**config.mk**
```make
export PLATFORM = sky130hd
export DESIGN_NAME = pin_edge_detect
export DESIGN_NICKNAME = d
export VERILOG_FILES = /design/src/rtl/ped_pkg.sv /design/src/rtl/ped_ctrl.sv /design/src/rtl/ped_datapath.sv /design/src/rtl/pin_edge_detect.sv
export SDC_FILE = /design/constraint.sdc
export NUM_CORES = 1
export LEC_CHECK = 0
export ABC_AREA = 0
export BUFFER_PORTS_ARGS = -buffer_cell sky130_fd_sc_hd__buf_4
export CORE_ASPECT_RATIO = 1.1
export CORE_MARGIN = 2
export CORE_UTILIZATION = 56
export DETAILED_ROUTE_END_ITERATION = 10
export HOLD_SLACK_MARGIN = 0.06
export PLACE_DENSITY = 0.82
export SKIP_CTS_REPAIR_TIMING = 1
export SKIP_LAST_GASP = 1
export SLEW_MARGIN = 15
export SYNTH_ARGS = -nofsm -noshare
export SYNTH_HDL_FRONTEND = slang
export SYNTH_HIERARCHICAL = 1
export SYNTH_SLANG_ARGS = --single-unit
export TNS_END_PERCENT = 50
```
**constraint.sdc**
```tcl
create_clock -name clk -period 1.55 [get_ports clk]
set_input_delay 0 -clock clk [delete_from_list [all_inputs] [get_ports clk]]
set_output_delay 0 -clock clk [all_outputs]
set_load 0.01 [all_outputs]
```
**src/rtl/ped_pkg.sv**
```systemverilog
package ped_pkg;
  // strobes passed from control to datapath
  typedef struct packed {
    logic wrStb;   // register write this cycle
    logic armed;   // synchronizer history holds real samples
  } ped_ctl_t;
endpackage

```
**src/rtl/ped_ctrl.sv**
```systemverilog
module ped_ctrl #(
  parameter int SYNC_STAGES = 2
) (
  input  logic             clk,
  input  logic             rstN,
  input  logic             regWrEn,
  output ped_pkg::ped_ctl_t ctl
);
  // samples needed before comparison uses real data: sync stages plus history
  localparam int FILL   = SYNC_STAGES + 1;
  localparam int FILL_W = $clog2(FILL + 1);

  logic [FILL_W-1:0] fillCnt;

  always_ff @(posedge clk) begin
    if (!rstN) begin
      fillCnt <= '0;
    end else if (fillCnt != FILL_W'(FILL)) begin
      fillCnt <= fillCnt + 1'b1;
    end
  end

  always_comb begin
    ctl.wrStb = regWrEn;
    ctl.armed = (fillCnt == FILL_W'(FILL));
  end
endmodule

```
**src/rtl/ped_datapath.sv**
```systemverilog
module ped_datapath #(
  parameter int PIN_COUNT    = 8,
  parameter int PINS_PER_REG = 4,
  parameter int SYNC_STAGES  = 2,
  localparam int REG_COUNT   = PIN_COUNT / PINS_PER_REG,
  localparam int DATA_W      = 2 * PINS_PER_REG,
  localparam int ADDR_W      = (REG_COUNT > 1) ? $clog2(REG_COUNT) : 1
) (
  input  logic                   clk,
  input  logic                   rstN,
  input  ped_pkg::ped_ctl_t      ctl,
  input  logic [ADDR_W-1:0]      regAddr,
  input  logic [DATA_W-1:0]      regWrData,
  input  logic [PIN_COUNT-1:0]   pinIn,
  output logic [DATA_W-1:0]      regRdData,
  output logic [2*PIN_COUNT-1:0] edgeCfg,
  output logic [PIN_COUNT-1:0]   riseEvt,
  output logic [PIN_COUNT-1:0]   fallEvt
);
  logic [PIN_COUNT-1:0] syncQ [SYNC_STAGES];
  logic [PIN_COUNT-1:0] prevLvl;
  logic [PIN_COUNT-1:0] riseMask;
  logic [PIN_COUNT-1:0] fallMask;
  logic [PIN_COUNT-1:0] curLvl;

  // mode words
  for (genvar r = 0; r < REG_COUNT; r++) begin : g_word
    always_ff @(posedge clk) begin
      if (!rstN) begin
        edgeCfg[r*DATA_W +: DATA_W] <= '0;
      end else if (ctl.wrStb && regAddr == ADDR_W'(r)) begin
        edgeCfg[r*DATA_W +: DATA_W] <= regWrData;
      end
    end
  end

  always_comb begin
    regRdData = '0;
    for (int r = 0; r < REG_COUNT; r++) begin
      if (regAddr == ADDR_W'(r)) regRdData = edgeCfg[r*DATA_W +: DATA_W];
    end
  end

  // per-pin field split
  for (genvar n = 0; n < PIN_COUNT; n++) begin : g_pin
    assign riseMask[n] = edgeCfg[2*n];
    assign fallMask[n] = edgeCfg[2*n+1];
  end

  // synchronizer chain and history
  always_ff @(posedge clk) begin
    if (!rstN) begin
      for (int s = 0; s < SYNC_STAGES; s++) syncQ[s] <= '0;
      prevLvl <= '0;
    end else begin
      syncQ[0] <= pinIn;
      for (int s = 1; s < SYNC_STAGES; s++) syncQ[s] <= syncQ[s-1];
      prevLvl <= syncQ[SYNC_STAGES-1];
    end
  end

  assign curLvl = syncQ[SYNC_STAGES-1];

  // registered single-cycle events
  always_ff @(posedge clk) begin
    if (!rstN) begin
      riseEvt <= '0;
      fallEvt <= '0;
    end else if (ctl.armed) begin
      riseEvt <= curLvl & ~prevLvl & riseMask;
      fallEvt <= ~curLvl & prevLvl & fallMask;
    end else begin
      riseEvt <= '0;
      fallEvt <= '0;
    end
  end
endmodule

```
**src/rtl/pin_edge_detect.sv**
```systemverilog
module pin_edge_detect #(
  parameter int PIN_COUNT    = 8,
  parameter int PINS_PER_REG = 4,
  parameter int SYNC_STAGES  = 2,
  localparam int REG_COUNT   = PIN_COUNT / PINS_PER_REG,
  localparam int DATA_W      = 2 * PINS_PER_REG,
  localparam int ADDR_W      = (REG_COUNT > 1) ? $clog2(REG_COUNT) : 1
) (
  input  logic                 clk,
  input  logic                 rstN,
  input  logic [PIN_COUNT-1:0] pinIn,
  input  logic                 regWrEn,
  input  logic [ADDR_W-1:0]    regAddr,
  input  logic [DATA_W-1:0]    regWrData,
  output logic [DATA_W-1:0]    regRdData,
  output logic [PIN_COUNT-1:0] riseEvt,
  output logic [PIN_COUNT-1:0] fallEvt
);
  ped_pkg::ped_ctl_t      ctl;
  logic [2*PIN_COUNT-1:0] edgeCfg;

  ped_ctrl #(.SYNC_STAGES(SYNC_STAGES)) i_ctrl (
    .clk     (clk),
    .rstN    (rstN),
    .regWrEn (regWrEn),
    .ctl     (ctl)
  );

  ped_datapath #(
    .PIN_COUNT    (PIN_COUNT),
    .PINS_PER_REG (PINS_PER_REG),
    .SYNC_STAGES  (SYNC_STAGES)
  ) i_dp (
    .clk       (clk),
    .rstN      (rstN),
    .ctl       (ctl),
    .regAddr   (regAddr),
    .regWrData (regWrData),
    .pinIn     (pinIn),
    .regRdData (regRdData),
    .edgeCfg   (edgeCfg),
    .riseEvt   (riseEvt),
    .fallEvt   (fallEvt)
  );
endmodule

```
==> impl_metrics.csv <==
group,metric,value,unit
finish,regArea,1161,µm²
sta,finalCriticalPeriod,1192,ps
logic_synthesis,synth-xor-area-share,0.4359,%
logic_synthesis,yosys_warnings,6,
job,drv_cap,0,
grt,grt_overflow_total,0,
logic_synthesis,ys_seq_area_share,57.78,%
drt,via_per_inst,4.736,
floorplan,core_area,3386,µm²
clock_tree,cts_tree,"done",
setup_path,cp-end-kind,"flop",
drt,wirelength,3799,µm
setup_path,start_kind,"flop",
pwr,report.power.total,2.775,mW
sta,finClkSkew,10.49,ps
min_path,holdCritStartpoint,"rstN",
floorplan,dieArea,4084,µm²
grt,track_usage,20.46,%
finish,fill_cells,247,
pwr,vdd_drop_max,0.7497,mV
logic_synthesis,synthSimpleGateAreaFrac,23.10,%
finish,multi_input_area,758.2,µm²
floorplan,die_x,61.12,µm
min_path,min_path_type,"primary input to flop",
drt,wire_per_inst,12.83,µm
pwr,powerDensity,1065,nW/µm²
drt,drt-pass1-iter-count,4,
sta,worst_pin_slew,441.2,ps
clock_tree,cts.sinks,58,
sta,slew_headroom,70.48,%
finish,final_cell_mix,"dfxtp_1, buf_4, nand2_1",
drt,drc,0,
sta,period_share,76.92,%
logic_synthesis,synth_top_family_by_area,"simple AND/OR/NAND/NOR gates",
logic_synthesis,synth_mux_area_share,12.95,%
grt,grt_pass1_vias,1353,
clock_tree,root_buffer,"clkbuf_4",
sta,setup_violations,0,
clock_tree,clkTransAtPathRegs,90,ps
sta,hold_viol,0,
logic_synthesis,synth_area_leaders,"dfxtp_1, mux2i_1, and2_1",
status,outcome,"completed",
sta,rsz0062_at_grt,"false",
sta,finalMaxSlewViolations,0,
drt,postRouteAntennaNets,0,
clock_tree,htreeDepth,3,
drt,via_count,1402,
grt,antenna_found_initial,0,
placed_design,place.gp.congestion,0.7528,
logic_synthesis,ys_types,15,
setup_path,slowest_stage,"dfxtp_1",
setup_path,worst-path-max-fanout,16,
drt,drt_iter0_drc,39,
setup_path,crit_arrival,1470,ps
logic_synthesis,yosys.area_share.adder,1.245,%
setup_path,crit_start,"i_ctrl/fillCnt[0]",
logic_synthesis,synth_area,2009,µm²
logic_synthesis,synth_top_area_share,57.78,%
sta,setup-tns-final,0,ps
finish,stdcell_count,296,
finish,antenna_cells,0,
clock_tree,cts_buffers,9,
setup_path,path_cells,"ha_1, nand2_2, nor3_1",
logic_synthesis,synth_compound_gate_area_share,0,%
pwr,power.static_leakage,1.092,nW
floorplan,start_util,59.35,%
logic_synthesis,syn-num-nets,203,
sta,fmaxAchievable,838.8,MHz
grt,grt_max_degree,52,
setup_path,path_class,"flop to flop",
placed_design,hpwl,2465,µm
finish,layout_commonest_cell,"dfxtp_1",
clock_tree,cts_buffer_depth,2,
logic_synthesis,syn-instance-count,181,
floorplan,rows,22,
logic_synthesis,postSynthRegisterBits,58,
finish,area_growth,29.70,%
floorplan,die-height,66.83,µm
grt,grt_pass1_wl,5858,µm
placed_design,dpl.cell_count,263,
logic_synthesis,synth.largest_area_cell,"dfxtp_1",
setup_path,rr_startpoint,"i_ctrl/fillCnt[0]",
floorplan,io_pins,44,
placed_design,port_buffers,43,
finish,drive_above_1_share,31.45,%
setup_path,slowest_delay,380,ps
finish,nNetsFinal,265,
clock_tree,clock_latency,370,ps
logic_synthesis,postSynthAreaPerCell,11.10,µm²
setup_path,required,1830,ps
-- Yosys cell counts --
library cell and count:
buf_6 6, nand2_1 40, buf_4 2, clkbuf_1 2, xnor2_1 1, and2_4 1
nor3_2 10, ha_1 2, and2_1 25, mux2i_1 17, nand2_2 1, mux2_2 8
nor2b_1 2, nor3_1 6, dfxtp_1 58
-- routing by layer --
layer,GRT usage (%),vias to the layer above,part of all wire (%)
met2,32.18,39,52
met1,23.24,651,42
met3,9.709,2,5.4
met5,0,-,0
met4,8.967,0,0.55
li1,-,710,-
-- through the flow --
stage               hold slack, ps  cell area [µm²]  worst slack (ps)  util (%)
CTS                         -211.4             2436             361.9     71.95
detailed placement           210.9             2310             385.2     68.22
finish                       91.92             2606             357.8     76.98
global placement             209.4             2310             479.5     68.22
global route                 83.99             2606             259.3     76.98
floorplan                    121.7             2009             598.5         -
-- registers in the layout, summed over array words and instances, names as in the netlist --
name	cells
i_dp/edgeCfg	16
i_dp/prevLvl	8
i_dp/syncQ	16
i_ctrl/fillCnt	2
i_dp/riseEvt	8
i_dp/fallEvt	8
-- layout make-up --
cell class	instances	area share, %
Tap cell	48	2.304
Multi-Input combinational cell	113	29.09
Clock buffer	14	4.465
Sequential cell	58	44.55
Clock inverter	2	0.3841
Timing Repair Buffer	61	19.20
-- worst paths after layout --
check	slack (ps)	depth (start not counted)	endpoint
worst max-delay path	360	3	i_dp/riseEvt[7]
worst min-delay path	90	3	i_dp/edgeCfg[7]
worst min register to register	430	1	i_dp/riseEvt[3]
worst max register to register	360	3	i_dp/riseEvt[7]
-- cells by family (layout without fill, tap and decap cells) --
| group | after synthesis | count (layout) |
|---|---|---|
| XOR/XNOR | 1 | 1 |
| adder cells (fa/ha/maj) | 2 | 2 |
| buffers and inverters | 10 | 77 |
| flip-flops | 58 | 58 |
| multiplexers | 25 | 25 |
| AND/OR/NAND/NOR | 85 | 85 |
-- worst max-delay path: cells and delay by family (launching register included) --
| kind | cells | cell delay [ps] |
|---|---|---|
| simple gates | 2 | 540 |
| fa+ha+maj | 1 | 180 |
| flops | 1 | 380 |
-- where the power goes --
part	internal (mW)	switching, mW
combinational	0.141	0.109
clock	0.459	0.479
sequential	1.55	0.0390
(Power assumes the default switching activity.)
